===== src/rtl/useq_pkg.sv =====
package useq_pkg;
  localparam int AW    = 6;
  localparam int CNT_W = 8;

  localparam logic [AW-1:0] A_RD_S = 6'h00;
  localparam logic [AW-1:0] A_RD_B = 6'h08;
  localparam logic [AW-1:0] A_WR_S = 6'h18;
  localparam logic [AW-1:0] A_WR_B = 6'h20;
  localparam logic [AW-1:0] A_REF  = 6'h30;
  localparam logic [AW-1:0] A_EXC  = 6'h3C;

  localparam logic [1:0] OP_RUN = 2'b11;

  typedef enum logic [2:0] {
    K_RD_S, K_RD_B, K_WR_S, K_WR_B, K_REF, K_EXC, K_RUN
  } kind_e;

  function automatic logic [CNT_W-1:0] acks_expected(kind_e k, logic [1:0] pw);
    logic [CNT_W-1:0] n;
    n = '0;
    if (k == K_RD_S || k == K_WR_S) n = CNT_W'(1);
    else if (k == K_RD_B || k == K_WR_B) begin
      case (pw)
        2'b00:   n = CNT_W'(32);
        2'b01:   n = CNT_W'(16);
        default: n = CNT_W'(8);
      endcase
    end
    return n;
  endfunction
endpackage


===== src/rtl/useq_store.sv =====
module useq_store #(
  parameter int DEPTH = 64,
  parameter int DW    = 6,
  localparam int AW   = $clog2(DEPTH)
) (
  input  logic          clk_i,
  input  logic          rst_ni,
  input  logic          we_i,
  input  logic [AW-1:0] waddr_i,
  input  logic [DW-1:0] wdata_i,
  input  logic [AW-1:0] raddr_i,
  output logic [DW-1:0] rdata_o
);
  logic [DW-1:0] mem_q [DEPTH];

  always_ff @(posedge clk_i or negedge rst_ni) begin
    if (!rst_ni) begin
      for (int i = 0; i < DEPTH; i++) mem_q[i] <= '0;
    end else if (we_i) begin
      mem_q[waddr_i] <= wdata_i;
    end
  end

  assign rdata_o = mem_q[raddr_i];

  p_write_lands_r1: assert property (@(posedge clk_i) disable iff (!rst_ni)
    we_i |=> (mem_q[$past(waddr_i)] == $past(wdata_i)));
endmodule


===== src/rtl/useq_pick.sv =====
module useq_pick
  import useq_pkg::*;
(
  input  logic          exc_i,
  input  logic          ref_i,
  input  logic          run_i,
  input  logic [1:0]    op_i,
  input  logic [AW-1:0] run_addr_i,
  input  logic          mem_i,
  input  logic          mem_wr_i,
  input  logic          mem_burst_i,
  output logic          valid_o,
  output logic [3:0]    grant_o,
  output logic [AW-1:0] start_o,
  output kind_e         kind_o
);
  logic [3:0] req_v;

  // bit 0 has the highest priority
  assign req_v   = {mem_i, run_i && (op_i == OP_RUN), ref_i, exc_i};
  assign grant_o = req_v & (~req_v + 4'd1);
  assign valid_o = |req_v;

  always_comb begin
    start_o = A_RD_S;
    kind_o  = K_RD_S;
    if (grant_o[0]) begin
      start_o = A_EXC;
      kind_o  = K_EXC;
    end else if (grant_o[1]) begin
      start_o = A_REF;
      kind_o  = K_REF;
    end else if (grant_o[2]) begin
      start_o = run_addr_i;
      kind_o  = K_RUN;
    end else begin
      case ({mem_wr_i, mem_burst_i})
        2'b00: begin start_o = A_RD_S; kind_o = K_RD_S; end
        2'b01: begin start_o = A_RD_B; kind_o = K_RD_B; end
        2'b10: begin start_o = A_WR_S; kind_o = K_WR_S; end
        default: begin start_o = A_WR_B; kind_o = K_WR_B; end
      endcase
    end
  end
endmodule


===== src/rtl/useq_ackchk.sv =====
module useq_ackchk #(
  parameter int CW = 8
) (
  input  logic          clk_i,
  input  logic          rst_ni,
  input  logic          start_i,
  input  logic          check_i,
  input  logic [CW-1:0] exp_i,
  input  logic          ack_i,
  input  logic          end_i,
  output logic          err_o
);
  logic [CW-1:0] cnt_q, exp_q, cnt_nx;
  logic          chk_q;

  assign cnt_nx = (&cnt_q) ? cnt_q : cnt_q + CW'(ack_i);

  always_ff @(posedge clk_i or negedge rst_ni) begin
    if (!rst_ni) begin
      cnt_q <= '0;
      exp_q <= '0;
      chk_q <= 1'b0;
      err_o <= 1'b0;
    end else if (start_i) begin
      cnt_q <= '0;
      exp_q <= exp_i;
      chk_q <= check_i;
    end else begin
      cnt_q <= cnt_nx;
      if (end_i && chk_q && (cnt_nx != exp_q)) err_o <= 1'b1;
    end
  end

  p_err_sticky_r8: assert property (@(posedge clk_i) disable iff (!rst_ni)
    err_o |=> err_o);
endmodule


===== src/rtl/uprog_seq.sv =====
module uprog_seq
  import useq_pkg::*;
#(
  parameter int CTRL_W = 4,
  localparam int W     = CTRL_W + 2
) (
  input  logic              clk_i,
  input  logic              rst_ni,
  input  logic              pat_we_i,
  input  logic [AW-1:0]     pat_addr_i,
  input  logic [W-1:0]      pat_data_i,
  input  logic              req_exc_i,
  input  logic              req_ref_i,
  input  logic              run_i,
  input  logic [1:0]        run_op_i,
  input  logic [AW-1:0]     run_addr_i,
  input  logic              mem_req_i,
  input  logic              mem_wr_i,
  input  logic              mem_burst_i,
  input  logic [1:0]        port_w_i,
  output logic              busy_o,
  output logic [CTRL_W-1:0] strobe_o,
  output logic              ta_o,
  output logic              last_o,
  output logic              cnt_err_o,
  output logic              wr_err_o
);
  logic          busy_q, wr_err_q;
  logic [AW-1:0] pc_q;
  logic [W-1:0]  cur_w;
  logic          pk_valid, accept, wr_ok;
  logic [3:0]    pk_grant;
  logic [AW-1:0] pk_start;
  kind_e         pk_kind;

  assign wr_ok  = pat_we_i && !busy_q;
  assign accept = pk_valid && !busy_q;

  useq_store #(.DEPTH(1 << AW), .DW(W)) u_store (
    .clk_i, .rst_ni,
    .we_i(wr_ok), .waddr_i(pat_addr_i), .wdata_i(pat_data_i),
    .raddr_i(pc_q), .rdata_o(cur_w)
  );

  useq_pick u_pick (
    .exc_i(req_exc_i), .ref_i(req_ref_i), .run_i, .op_i(run_op_i),
    .run_addr_i, .mem_i(mem_req_i), .mem_wr_i, .mem_burst_i,
    .valid_o(pk_valid), .grant_o(pk_grant), .start_o(pk_start), .kind_o(pk_kind)
  );

  useq_ackchk #(.CW(CNT_W)) u_ackchk (
    .clk_i, .rst_ni,
    .start_i(accept), .check_i(pk_kind <= K_WR_B),
    .exp_i(acks_expected(pk_kind, port_w_i)),
    .ack_i(ta_o), .end_i(last_o), .err_o(cnt_err_o)
  );

  always_ff @(posedge clk_i or negedge rst_ni) begin
    if (!rst_ni) begin
      busy_q   <= 1'b0;
      pc_q     <= '0;
      wr_err_q <= 1'b0;
    end else begin
      if (pat_we_i && busy_q) wr_err_q <= 1'b1;
      if (accept) begin
        busy_q <= 1'b1;
        pc_q   <= pk_start;
      end else if (busy_q) begin
        if (last_o) busy_q <= 1'b0;
        else        pc_q   <= pc_q + 1'b1;
      end
    end
  end

  assign busy_o   = busy_q;
  assign strobe_o = busy_q ? cur_w[CTRL_W-1:0] : '0;
  assign ta_o     = busy_q && cur_w[CTRL_W];
  assign last_o   = busy_q && cur_w[CTRL_W+1];
  assign wr_err_o = wr_err_q;

  p_one_grant_r5: assert property (@(posedge clk_i) disable iff (!rst_ni)
    $onehot0(pk_grant));
  p_exc_first_r5: assert property (@(posedge clk_i) disable iff (!rst_ni)
    (!busy_o && req_exc_i) |=> (busy_o && pc_q == A_EXC));
  p_end_idle_r7: assert property (@(posedge clk_i) disable iff (!rst_ni)
    last_o |=> !busy_o);
  p_quiet_idle_r10: assert property (@(posedge clk_i) disable iff (!rst_ni)
    !busy_o |-> (strobe_o == '0 && !ta_o && !last_o));
  p_wr_block_r9: assert property (@(posedge clk_i) disable iff (!rst_ni)
    (pat_we_i && busy_o) |=> wr_err_o);
  p_step_r6: assert property (@(posedge clk_i) disable iff (!rst_ni)
    (busy_o && !last_o) |=> (busy_o && pc_q == $past(pc_q) + 1'b1));
endmodule


===== config.mk =====
export PLATFORM = sky130hd
export DESIGN_NAME = uprog_seq
export DESIGN_NICKNAME = d
export VERILOG_FILES = /design/src/rtl/useq_pkg.sv /design/src/rtl/useq_store.sv /design/src/rtl/useq_pick.sv /design/src/rtl/useq_ackchk.sv /design/src/rtl/uprog_seq.sv
export SDC_FILE = /design/constraint.sdc
export NUM_CORES = 1
export LEC_CHECK = 0
export BUFFER_PORTS_ARGS = -buffer_cell sky130_fd_sc_hd__buf_2
export CAP_MARGIN = 40
export CORE_MARGIN = 5
export CORE_UTILIZATION = 35
export DETAILED_ROUTE_END_ITERATION = 8
export SYNTH_ARGS = -nofsm -noshare
export SYNTH_HDL_FRONTEND = slang
export SYNTH_HIERARCHICAL = 1
export SYNTH_SLANG_ARGS = --single-unit
export TNS_END_PERCENT = 100

===== constraint.sdc =====
create_clock -name clk_i -period 9.5 [get_ports clk_i]
set_clock_uncertainty 0.15 [all_clocks]
set_input_delay 1.425 -clock clk_i [delete_from_list [all_inputs] [get_ports clk_i]]
set_output_delay 1.425 -clock clk_i [all_outputs]
set_load 0.005 [all_outputs]

# == Yosys cells after proc, flatten, opt, wreduce, memory -nomap -nowiden ==
# Index checks and enable logic that the tools add are counted.
# word_totals
regBits,410
input_bits,31
output_inout_bits,9
wordCells,138
# classes
n_reduce_logical,20
magnitude_cmp,4
bitwise,5
addsub,3
eq_ne,9
mux,26
# ops
cell,n
$bwmux W384,1
$mux W6,10
$bmux W6 S6,1
$demux W6 S6,1
$mux W8,3
$pmux W6 S3,1
$ge A7 B7 Y1 const B,2
$not A6 Y7,2
$pmux W6 S2,1
$logic_and A1 B1 Y1,9
$mux W3,3
$add A8 B1 Y8,1
$ne A8 B8 Y1,1
$reduce_and A8 Y1,1
$lt A7 B1 Y1 const B,1
$add A6 B1 Y6 const B,1
$eq A3 B2 Y1 const B,2
$pmux W2 S3,1
$eq A2 B1 Y1 const B,2
$eq A2 B2 Y1 const B,2
$logic_not A2 Y1,2
$mux W4,1
$reduce_and A2 Y1,2
$reduce_or A4 Y1,1
other kinds (12),15

# == Longest topological paths before layout ==
# logic_depth
word_depth,12
depth_mapped,15
ltp_nobuf,12

# == By module ==
# Netlist, hierarchy kept.
# modules_own_cells
mod,seq_area_each_um2,cells_per_inst,instances,area_each_um2
useq_store,9609.2,1151,1,17794.6
useq_ackchk,450.4,85,1,900.9
uprog_seq,200.2,58,1,504.2
useq_pick,0.0,31,1,212.7

# == Worst setup path after synthesis ==
# Ideal clock, no wire load.
# synth_path
path_kind,register to output
from,register pc_q[1]
to,output last_o
required_ns,7.925
setup_slack_ns,5.866
t_arrival_ns,2.059
path_stages_with_launch,8
n_path_buf,2
path_cell_list,dfrtp_1 > buf_6 > buf_6 > mux4_2 > mux4_2 > nor2_1 > o22ai_1 > and2_1
# synth_between
elab_chain_len,5
# synth_rtl
item,line,text
"start, declared",uprog_seq.sv:29,logic [AW-1:0] pc_q;
"start signal, assigned",uprog_seq.sv:67,pc_q <= pk_start;
"start signal, assigned",uprog_seq.sv:70,else pc_q <= pc_q + 1'b1;
$not A6 Y7 (implied by the code),useq_store.sv:24,assign rdata_o = mem_q[raddr_i];
$bmux W6 S6,useq_store.sv:24,
$mux W6 (implied by the code) (2 in series),useq_store.sv:24,
named net cur_w[5],uprog_seq.sv:30,logic [W-1:0] cur_w;
$logic_and A1 B1 Y1,uprog_seq.sv:78,assign last_o = busy_q && cur_w[CTRL_W+1];
"end, declared",uprog_seq.sv:24,"output logic last_o,"
# The timed path passes the listed nets, and every way through them passes these cells. The select of a mux whose other input is x is not followed.

# == Final worst setup path ==
# Same ends and word-level chain as after synthesis.

==> results.py <==
metrics = {
    "status": {
        "status": "completed",
    },
    "worst_setup_path": {
        "crit_chain": "buf_4 > mux4_1 > mux4_2 > nor2_1 > o22ai_1 > and2_1 > buf_2",
        "cpPeakStageDelay_ns": 0.82,
        "r2r_start": "pc_q[2]",
        "worst-r2r-cell-count": 13,
        "cp-end-kind": "primary output",
        "cp_max_fo": 32,
        "crit_type": "reg -> out",
        "start_kind": "flop",
        "critPathRequiredTime_ns": 7.93,
        "slowest_stage": "dfrtp_4",
        "cp_data_arrival_time_ns": 3.89,
        "r2r-end": "u_ackchk/err_o",
        "rrSetupSlack_ns": 4.90,
    },
    "power_and_ir_drop": {
        "p_switching_w": 0.00152,
        "power_frac_seq": 0.432,
        "power_w": 0.00500,
        "leakage_nw": 10.1,
        "ir_drop_uv": 173,
        "power_density_nw_per_um2": 231,
        "p_clk_frac": 0.325,
        "switching_share": 0.304,
        "internal_power_w": 0.00348,
        "combPwrFrac": 0.243,
    },
    "route": {
        "wl_per_cell_um": 22.3,
        "vias_per_cell": 5.42,
        "num_vias": 11400,
        "drc_errors": 0,
        "routed_wl_um": 47100,
        "firstDrtPassIters": 5,
        "antenna_left": 0,
        "dr.first_iter.drc_count": 658,
    },
    "layout": {
        "finish.utilization": 0.393,
        "diodes": 0,
        "layout-drive-gt1-share": 0.455,
        "final_cells": 2110,
        "nNetsFinal": 1375,
        "syn2layout_area_growth_pct": 11.5,
    },
    "global_route": {
        "grt_pass1_vias": 12000,
        "antenna_found_initial": 0,
        "grt_use_met2": 0.254,
        "use_met1": 0.221,
        "track_usage": 0.158,
        "busiest_layer": "met2",
        "grt_pass1_wl_um": 74600,
        "globalRouteMet3Util": 0.0321,
        "grt_overflow_total": 0,
        "grt_max_degree": 173,
    },
    "clocking": {
        "clk_latency_ns": 0.57,
        "max-clock-path-buffers": 3,
        "path_clk_slew_ns": 0.06,
        "cts_tree": "yes",
        "holdBufCountCts": 0,
        "postCtsResizedCells": 0,
        "cts_made_buffers": 44,
        "postCtsSetupBuffers": 0,
        "htree_levels": 2,
        "cts-root-buf": "clkbuf_16",
        "clock-sinks": 410,
    },
    "die": {
        "dieArea_um2": 60200,
        "ioPinCount": 40,
        "fp-row-count": 86,
        "core_area_um2": 55000,
        "fp.dieW_um": 245,
        "start_util": 0.352,
        "die_h_um": 245,
    },
    "min_path": {
        "hold_class": "reg -> reg",
        "hold-path-endpoint": "wr_err_o",
        "min_from": "wr_err_o",
        "worstHoldPathCells": 1,
    },
    "job": {
        "maxCapViolations": 0,
    },
    "sta": {
        "setup_violations": 0,
        "rsz0062_at_grt": "no",
        "setup-tns-final_ns": 0,
        "slew_headroom": 0.341,
        "holdWs_ns": 0.314,
        "post-route-min-period_ns": 5.46,
        "fmax_mhz": 183,
        "worst_slew_pin_slew_ns": 0.989,
        "min_period_over_period": 0.575,
        "hold_viol_final": 0,
        "slew_viol_final": 0,
    },
    "logic_synthesis": {
        "synth_cells": 1320,
        "synth_area_um2": 19400,
        "ys_warn_count": 6,
        "avgSynthCellArea_um2": 14.7,
    },
    "placed_design": {
        "place_congestion": 0.818,
        "dp_hpwl_um": 30200,
        "portBuffers": 39,
        "dp.cells": 2040,
    },
}
==> power groups by stage <==
| stage | clock, W | sequential [W] | combinational, W |
|---|---|---|---|
| 4_1_cts | 0.00167 | 0.00216 | 0.00123 |
| 6_report | 0.00162 | 0.00216 | 0.00122 |
| 2_1_floorplan | 0 | 0.00204 | 0.000987 |
| 5_1_grt | 0.00174 | 0.00219 | 0.00131 |
| 3_5_place_dp | 0 | 0.00219 | 0.00122 |
| 3_3_place_gp | 0 | 0.00218 | 0.00119 |
==> worst max-delay path by stage <==
stage	start	end	slack, ns	depth (start not counted)
after floorplan	pc_q[1]	last_o	5.87	7
after global placement	pc_q[0]	strobe_o[3]	4.40	7
after detailed placement	pc_q[1]	last_o	4.60	7
after CTS	pc_q[1]	last_o	3.97	7
after global routing	pc_q[1]	last_o	3.86	7
final	pc_q[1]	last_o	4.04	7
==> metal layers <==
metal / up-vias / wire length [µm] / part of all wire
met5: - / 0 / 0
met3: 79 / 2230 / 0.047
met4: 0 / 1280 / 0.027
met2: 238 / 22500 / 0.48
met1: 6149 / 21100 / 0.45
li1: 4980 / - / -
==> registers in the layout, summed over array words and instances, names as in the netlist <==
signal / flops
u_store/mem_q: 384
pc_q: 6
busy_o: 1
u_ackchk/cnt_q: 8
u_ackchk/err_o: 1
wr_err_o: 1
u_ackchk/exp_q: 8
u_ackchk/chk_q: 1
==> through the flow <==
step	worst slack [ns]	cell area, µm²
final	4.04	21600
after global routing	3.86	21600
after CTS	3.97	21600
after detailed placement	4.60	20300
after global placement	4.40	20200
after floorplan	5.87	19400
==> worst max-delay path, delay by kind of cell, from the launching register on <==
| family | cells | cell delay [ns] |
|---|---|---|
| buffers and inverters | 2 | 0.69 |
| AND/OR/NAND/NOR | 2 | 0.37 |
| flip-flops | 1 | 0.82 |
| AO/OA/AOI/OAI | 1 | 0.22 |
| multiplexers | 2 | 1.18 |
==> cells in the final DEF (no fill, tap or decap), types with 6 or more instances in the layout <==
cell       count
nand3_1       16
mux4_2        91
mux2_2       398
dfrtp_1      407
a31oi_1        7
o22ai_1       15
nor2_1        48
clkbuf_8       6
nand2_1       45
nor2b_1        7
ha_1           6
inv_1         12
clkbuf_16     44
clkbuf_1      15
buf_2         38
buf_4         15
nor3b_1        6
a211oi_1       7
and3_1         9
o221ai_1      10
mux2i_1       14
and2_1        11
o21ai_0        9
nor3_1         6
==> final cells by class <==
| class | instances | area, µm² |
|---|---|---|
| Sequential cell | 410 | 10300 |
| Multi-Input combinational cell | 809 | 8620 |
| Timing Repair Buffer | 58 | 405 |
| Tap cell | 748 | 936 |
| Inverter | 15 | 56.3 |
| Clock buffer | 65 | 1240 |
| Clock inverter | 5 | 90.1 |
| Fill cell | 5070 | 33400 |
(Power assumes the default switching activity.)
